$ cat config.mk
export PLATFORM = sky130hd
export DESIGN_NAME = uart_rx_core
export DESIGN_NICKNAME = d
export VERILOG_FILES = /design/src/rtl/uart_rx_pkg.sv /design/src/rtl/rx_line_sync.sv /design/src/rtl/rx_framer.sv /design/src/rtl/rx_status.sv /design/src/rtl/uart_rx_core.sv
export SDC_FILE = /design/constraint.sdc
export NUM_CORES = 1
export LEC_CHECK = 0
export BUFFER_PORTS_ARGS = -buffer_cell sky130_fd_sc_hd__buf_2
export CORE_MARGIN = 2
export CORE_UTILIZATION = 30
export CTS_CLUSTER_SIZE = 24
export DETAILED_ROUTE_END_ITERATION = 8
export GPL_TIMING_DRIVEN = 0
export RECOVER_POWER = 25
export SLEW_MARGIN = 20
export SYNTH_ARGS = -nofsm -noshare
export SYNTH_HDL_FRONTEND = slang
export SYNTH_SLANG_ARGS = --single-unit
$ cat constraint.sdc
create_clock -name clk -period 3.9 [get_ports clk]
set_clock_uncertainty 0.1 [all_clocks]
set_input_delay 0 -clock clk [delete_from_list [all_inputs] [get_ports clk]]
set_output_delay 0 -clock clk [all_outputs]
set_load 0.01 [all_outputs]
$ cat src/rtl/uart_rx_pkg.sv
// Shared types for the serial receiver.
package uart_rx_pkg;
    typedef enum logic [2:0] {
        ST_IDLE,
        ST_START,
        ST_DATA,
        ST_PAR,
        ST_STOP
    } rx_state_e;
endpackage

$ cat src/rtl/rx_line_sync.sv
// rx_line_sync: brings the asynchronous serial line into the clock domain
// and flags a high-to-low transition of the synchronized value.
// Assumes the line idles high; all stages reset to 1.
module rx_line_sync #(
    parameter int STAGES = 2
) (
    input  logic clk,
    input  logic rst_n,
    input  logic rx_i,
    output logic rx_o,
    output logic fall_o
);
    logic [STAGES-1:0] chain;
    logic              prev_q;

    genvar g;
    generate
        for (g = 0; g < STAGES; g++) begin : g_stage
            // one synchronizer flop per stage
            always_ff @(posedge clk) begin
                if (!rst_n) begin
                    chain[g] <= 1'b1;
                end else if (g == 0) begin
                    chain[g] <= rx_i;
                end else begin
                    chain[g] <= chain[(g == 0) ? 0 : g-1];
                end
            end
        end
    endgenerate

    // remember the last synchronized value for edge detection
    always_ff @(posedge clk) begin
        if (!rst_n) prev_q <= 1'b1;
        else        prev_q <= chain[STAGES-1];
    end

    assign rx_o   = chain[STAGES-1];
    assign fall_o = prev_q & ~chain[STAGES-1];
endmodule

$ cat src/rtl/rx_framer.sv
// rx_framer: frame sequencer. Qualifies the start bit at the mid-bit tick,
// shifts data LSB first, samples optional parity and the stop bit, and
// strobes done_o in the cycle the stop bit is sampled. Losing armed_i
// returns to idle at once without a strobe.
module rx_framer
    import uart_rx_pkg::*;
#(
    parameter int OVS    = 16,
    parameter int DATA_W = 8
) (
    input  logic              clk,
    input  logic              rst_n,
    input  logic              armed_i,
    input  logic              tick_i,
    input  logic              rx_i,
    input  logic              fall_i,
    input  logic              par_en_i,
    input  logic              par_odd_i,
    output logic              done_o,
    output logic [DATA_W-1:0] data_o,
    output logic              pe_o,
    output logic              fe_o
);
    localparam int CNT_W = (OVS > 2) ? $clog2(OVS) : 1;
    localparam int BIT_W = (DATA_W > 2) ? $clog2(DATA_W) : 1;
    localparam logic [CNT_W-1:0] LAST_T = CNT_W'(OVS - 1);
    localparam logic [CNT_W-1:0] MID_T  = CNT_W'(OVS / 2 - 1);
    localparam logic [BIT_W-1:0] LAST_B = BIT_W'(DATA_W - 1);

    rx_state_e         state_q;
    logic [CNT_W-1:0]  cnt_q;
    logic [BIT_W-1:0]  bit_q;
    logic [DATA_W-1:0] shreg_q;
    logic              pbit_q;
    logic              bit_pt;

    // a full bit period has elapsed on this tick
    assign bit_pt = tick_i && (cnt_q == LAST_T);

    // frame sequencing, tick counting and data capture
    always_ff @(posedge clk) begin
        if (!rst_n) begin
            state_q <= ST_IDLE;
            cnt_q   <= '0;
            bit_q   <= '0;
            shreg_q <= '0;
            pbit_q  <= 1'b0;
        end else if (!armed_i) begin
            state_q <= ST_IDLE;
        end else begin
            unique case (state_q)
                ST_IDLE: begin
                    if (fall_i) begin
                        state_q <= ST_START;
                        cnt_q   <= '0;
                    end
                end
                ST_START: begin
                    if (tick_i) begin
                        if (cnt_q == MID_T) begin
                            cnt_q   <= '0;
                            bit_q   <= '0;
                            state_q <= rx_i ? ST_IDLE : ST_DATA;
                        end else begin
                            cnt_q <= cnt_q + 1'b1;
                        end
                    end
                end
                ST_DATA: begin
                    if (bit_pt) begin
                        cnt_q   <= '0;
                        shreg_q <= {rx_i, shreg_q[DATA_W-1:1]};
                        if (bit_q == LAST_B) state_q <= par_en_i ? ST_PAR : ST_STOP;
                        else                 bit_q   <= bit_q + 1'b1;
                    end else if (tick_i) begin
                        cnt_q <= cnt_q + 1'b1;
                    end
                end
                ST_PAR: begin
                    if (bit_pt) begin
                        cnt_q   <= '0;
                        pbit_q  <= rx_i;
                        state_q <= ST_STOP;
                    end else if (tick_i) begin
                        cnt_q <= cnt_q + 1'b1;
                    end
                end
                ST_STOP: begin
                    if (bit_pt) begin
                        cnt_q   <= '0;
                        state_q <= ST_IDLE;
                    end else if (tick_i) begin
                        cnt_q <= cnt_q + 1'b1;
                    end
                end
                default: state_q <= ST_IDLE;
            endcase
        end
    end

    // frame result presented while the stop bit is being sampled
    always_comb begin
        done_o = armed_i && (state_q == ST_STOP) && bit_pt;
        data_o = shreg_q;
        fe_o   = ~rx_i;
        pe_o   = par_en_i && ((^shreg_q ^ pbit_q) != par_odd_i);
    end
endmodule

$ cat src/rtl/rx_status.sv
// rx_status: holding register, sticky error flags and interrupt pulses.
// Assumes done_i is a single-cycle strobe. Overrun suppresses the load;
// parity and framing errors do not. Set beats clear on the same cycle.
module rx_status #(
    parameter int DATA_W = 8
) (
    input  logic              clk,
    input  logic              rst_n,
    input  logic              done_i,
    input  logic [DATA_W-1:0] data_i,
    input  logic              pe_i,
    input  logic              fe_i,
    input  logic              err_route_i,
    input  logic              buf_rd_i,
    input  logic              stat_clr_i,
    output logic [DATA_W-1:0] rx_data_o,
    output logic              buf_full_o,
    output logic              par_err_o,
    output logic              frm_err_o,
    output logic              ovr_err_o,
    output logic              done_irq_o,
    output logic              err_irq_o
);
    logic ovr;
    logic any_err;

    // overrun: unread byte still held at frame end, no read this cycle
    assign ovr     = buf_full_o && !buf_rd_i;
    assign any_err = pe_i || fe_i || ovr;

    // holding register and full flag
    always_ff @(posedge clk) begin
        if (!rst_n) begin
            rx_data_o  <= '0;
            buf_full_o <= 1'b0;
        end else if (done_i && !ovr) begin
            rx_data_o  <= data_i;
            buf_full_o <= 1'b1;
        end else if (buf_rd_i) begin
            buf_full_o <= 1'b0;
        end
    end

    // sticky error flags
    always_ff @(posedge clk) begin
        if (!rst_n) begin
            par_err_o <= 1'b0;
            frm_err_o <= 1'b0;
            ovr_err_o <= 1'b0;
        end else begin
            par_err_o <= (par_err_o && !stat_clr_i) || (done_i && pe_i);
            frm_err_o <= (frm_err_o && !stat_clr_i) || (done_i && fe_i);
            ovr_err_o <= (ovr_err_o && !stat_clr_i) || (done_i && ovr);
        end
    end

    // interrupt pulse routing
    always_ff @(posedge clk) begin
        if (!rst_n) begin
            done_irq_o <= 1'b0;
            err_irq_o  <= 1'b0;
        end else begin
            done_irq_o <= done_i && (!any_err || !err_route_i);
            err_irq_o  <= done_i && any_err && err_route_i;
        end
    end
endmodule

$ cat src/rtl/uart_rx_core.sv
// uart_rx_core: asynchronous serial receiver top. Joins the line
// synchronizer, the frame sequencer and the status/interrupt unit.
// Assumes tick_i is a one-cycle pulse at OVS times the bit rate.
module uart_rx_core #(
    parameter int OVS         = 16,
    parameter int DATA_W      = 8,
    parameter int SYNC_STAGES = 2
) (
    input  logic              clk,
    input  logic              rst_n,
    input  logic              rx_i,
    input  logic              tick_i,
    input  logic              unit_en_i,
    input  logic              rx_en_i,
    input  logic              par_en_i,
    input  logic              par_odd_i,
    input  logic              err_route_i,
    input  logic              buf_rd_i,
    input  logic              stat_clr_i,
    output logic [DATA_W-1:0] rx_data_o,
    output logic              buf_full_o,
    output logic              par_err_o,
    output logic              frm_err_o,
    output logic              ovr_err_o,
    output logic              done_irq_o,
    output logic              err_irq_o
);
    logic              rx_s;
    logic              fall;
    logic              armed;
    logic              done;
    logic [DATA_W-1:0] fdata;
    logic              fpe;
    logic              ffe;

    // reception runs only with both enables set
    assign armed = unit_en_i && rx_en_i;

    rx_line_sync #(.STAGES(SYNC_STAGES)) u_sync (
        .clk    (clk),
        .rst_n  (rst_n),
        .rx_i   (rx_i),
        .rx_o   (rx_s),
        .fall_o (fall)
    );

    rx_framer #(.OVS(OVS), .DATA_W(DATA_W)) u_framer (
        .clk       (clk),
        .rst_n     (rst_n),
        .armed_i   (armed),
        .tick_i    (tick_i),
        .rx_i      (rx_s),
        .fall_i    (fall),
        .par_en_i  (par_en_i),
        .par_odd_i (par_odd_i),
        .done_o    (done),
        .data_o    (fdata),
        .pe_o      (fpe),
        .fe_o      (ffe)
    );

    rx_status #(.DATA_W(DATA_W)) u_status (
        .clk         (clk),
        .rst_n       (rst_n),
        .done_i      (done),
        .data_i      (fdata),
        .pe_i        (fpe),
        .fe_i        (ffe),
        .err_route_i (err_route_i),
        .buf_rd_i    (buf_rd_i),
        .stat_clr_i  (stat_clr_i),
        .rx_data_o   (rx_data_o),
        .buf_full_o  (buf_full_o),
        .par_err_o   (par_err_o),
        .frm_err_o   (frm_err_o),
        .ovr_err_o   (ovr_err_o),
        .done_irq_o  (done_irq_o),
        .err_irq_o   (err_irq_o)
    );
endmodule

==> run summary <==
Status -> completed
CP max stage cell -> dlygate4sd3_1
Asr flop ratio synth -> 0%
Worst Path Max Fanout -> 6
Antenna-violating nets left -> 0
Yosys warning count -> 0
Total GRT Usage -> 11.8%
Post-layout min period -> 2420 ps
Placer congestion estimate -> 0.805
Avg Inst Size Synth -> 9.57 um^2
Fill count -> 577
Peak supply drop -> 0.211 mV
Commonest cells after routing, fill and taps aside -> dfxtp_1 (36), nor2_1 (22), mux2i_1 (22), buf_2 (15), clkbuf_1 (13)
CP peak stage delay -> 570 ps
Endpoints failing hold -> 0
Total gr overflow -> 0
Setup TNS -> 0 ps
Via density per instance -> 4.67
First-pass GRT wire length -> 5.83 mm
CP Data Arrival Time -> 2550 ps
CTS sink count -> 36
M1 WL -> 1.87 mm
DRT iter0 DRCs -> 69
Drt first pass iters -> 4
Clk Tree Root Cell -> clkbuf_8
Worst-path clk slew -> 70 ps
CP bufs+invs -> 1
Largest delay share family, worst path -> simple AND/OR/NAND/NOR gates
Drc violations -> 0
Setup violators final -> 0
Final worst-path cycle share -> 62.1%
Vias in the first global route -> 1256
Slew at the pin with the worst max-slew slack -> 556 ps
H-tree levels -> 2
Post-DR wirelength/cell -> 12.0 um
Cells after synthesis -> 180
Startpoint class of the critical path -> flip-flop
PortBufs -> 24
Static Leakage -> 0.820 nW
CP Class -> flip-flop to flip-flop
Worst skew pair latency -> 280 ps
DIE AREA -> 6360 um^2
Met2 WL -> 1.50 mm
Core ar. -> 5540 um^2
Worst setup EP type -> flip-flop
Die Ht -> 79.8 um
Half-perimeter wire length after placement -> 2.55 mm
Max Cap Viol -> 0
Hold WC Path Type -> input pin to flip-flop
Slew margin rel. -> 62.8%
Post-synth EDFFs -> 0
Area delta synth->final -> 24.0%
Final Net Count -> 234
I/O pin total -> 25
CTS tree -> built
Count of different cell masters after synthesis -> 43
Initial Util -> 31.1%
Final max-slew violation count -> 0
Register bit total from synthesis -> 36
Initial antenna violation count -> 0
Cells along the critical path -> ha_1, nand4_1, or3b_1, a311oi_1, dlygate4sd3_1
Pin count of the biggest net entering global routing -> 12
Post-Syn Nets -> 194
Final Util -> 38.6%
Highest metal layer with signal wires -> met4
Die width -> 79.8 um
# resized after CTS -> 0
Unrepaired setup endpoints after global routing -> no
Commonest non-fill, non-tap cell in the layout -> dfxtp_1
Post-Syn Area -> 1720 um^2
Fraction of layout cells with a size suffix above 1 -> 14.5%
Vias -> 1367
# rows -> 27
ANT cells -> 0
Met3 WL -> 112 um
Sequential area share after synthesis -> 41.8%
Ys flop type -> dfxtp_1
Bufs on Longest Clock Path -> 2
Max Fclk -> 413 MHz
Total power -> 0.760 mW
TritonCTS buffer count -> 5
Final wirelength -> 3.51 mm
CP required -> 4030 ps
Power density cells -> 356 nW/um^2
-- cell usage after synthesis (all sizes together) (3+ instances only) --
| library cell | instances | area, um^2 |
|---|---|---|
| dfxtp | 36 | 721 |
| mux2i | 22 | 220 |
| nor2 | 22 | 82.6 |
| nand2b | 9 | 56.3 |
| nor2b | 9 | 56.3 |
| nand2 | 8 | 30.0 |
| nand3 | 8 | 40.0 |
| o21ai | 7 | 35.0 |
| xnor2 | 6 | 52.6 |
| buf | 5 | 36.3 |
| a21oi | 4 | 23.8 |
| and2 | 4 | 25.0 |
| inv | 4 | 15.0 |
| and3 | 3 | 18.8 |
| ha | 3 | 37.5 |
| o211ai | 3 | 22.5 |
-- layer usage --
| layer | track usage (%) | vias to the layer above |
|---|---|---|
| met2 | 18.1 | 18 |
| met4 | 3.56 | 0 |
| met3 | 3.39 | 5 |
| li1 | - | 708 |
| met5 | 0 | - |
| met1 | 16.2 | 636 |
-- layout make-up --
class | instances | area, um^2 | share of cell area (%)
multi-input cells | 132 | 940 | 44.0
flip-flops and latches | 36 | 721 | 33.7
repair buffers | 33 | 196 | 9.20
clock buffers | 7 | 96.3 | 4.51
well taps | 72 | 90.1 | 4.22
plain buffers | 7 | 43.8 | 2.05
clock inverters | 1 | 30.0 | 1.41
inverters | 5 | 18.8 | 0.879
-- per-stage QoR --
stage / std cells / instance area (um^2) / hold WS [ps] / setup WS, ps
2_1_floorplan: 180 / 1720 / -27.0 / 2050
3_3_place_gp: 276 / 1930 / 79.3 / 1840
3_5_place_dp: 276 / 1930 / 83.8 / 1830
4_1_cts: 293 / 2150 / 15.0 / 1480
5_1_grt: 293 / 2140 / 18.0 / 1320
6_report: 293 / 2140 / 22.9 / 1480
-- worst register-to-register path: stages, from the launching register on --
cell and delay (ps):
dfxtp_1 370, ha_1 260, nand4_1 310, or3b_1 550, a311oi_1 210, dlygate4sd3_1 570
-- timing repair --
action | 4_1_cts | 5_1_grt
setup buffers | 0 | 0
hold endpoints to repair | 12 | 0
hold buffers | 9 | 0
endpoints found under the setup margin | 0 | 0
-- kinds of logic after synthesis --
kind of cell / Yosys count / synth area share, %
multiplexers: 22 / 12.8
flip-flops: 36 / 41.8
AO/OA/AOI/OAI: 27 / 11.7
adder cells (fa/ha/maj): 3 / 2.18
XOR/XNOR: 9 / 5.37
buffers and inverters: 12 / 3.63
AND/OR/NAND/NOR: 71 / 22.5
-- state kept, by name, summed over array words and instances, names as in the netlist --
name and cells:
u_framer.pbit_q 1, u_framer.cnt_q 4, u_framer.bit_q 3, u_framer.data_o 8, u_framer.state_q 3, u_sync.prev_q 1, u_status.err_irq_o 1, u_status.par_err_o 1
u_status.rx_data_o 8, u_status.frm_err_o 1, u_status.buf_full_o 1, u_status.done_irq_o 1, u_status.ovr_err_o 1, u_sync.rx_o 1, u_sync.chain 1
-- power by group --
part / switching [mW] / internal (mW) / total [mW]
combinational: 0.0162 / 0.0163 / 0.0325
sequential: 0.000377 / 0.369 / 0.369
clock: 0.133 / 0.226 / 0.359
-- worst paths after layout --
path	slack, ps	depth (start not counted)	start	to
worst max-delay path	1480	5	u_framer.cnt_q[0]	u_status.done_irq_o
worst max register to register	1480	5	u_framer.cnt_q[0]	u_status.done_irq_o
worst min-delay path	20	3	buf_rd_i	u_status.buf_full_o
worst min register to register	310	1	u_sync.chain[0]	u_sync.rx_o
(Power assumes the default switching activity.)
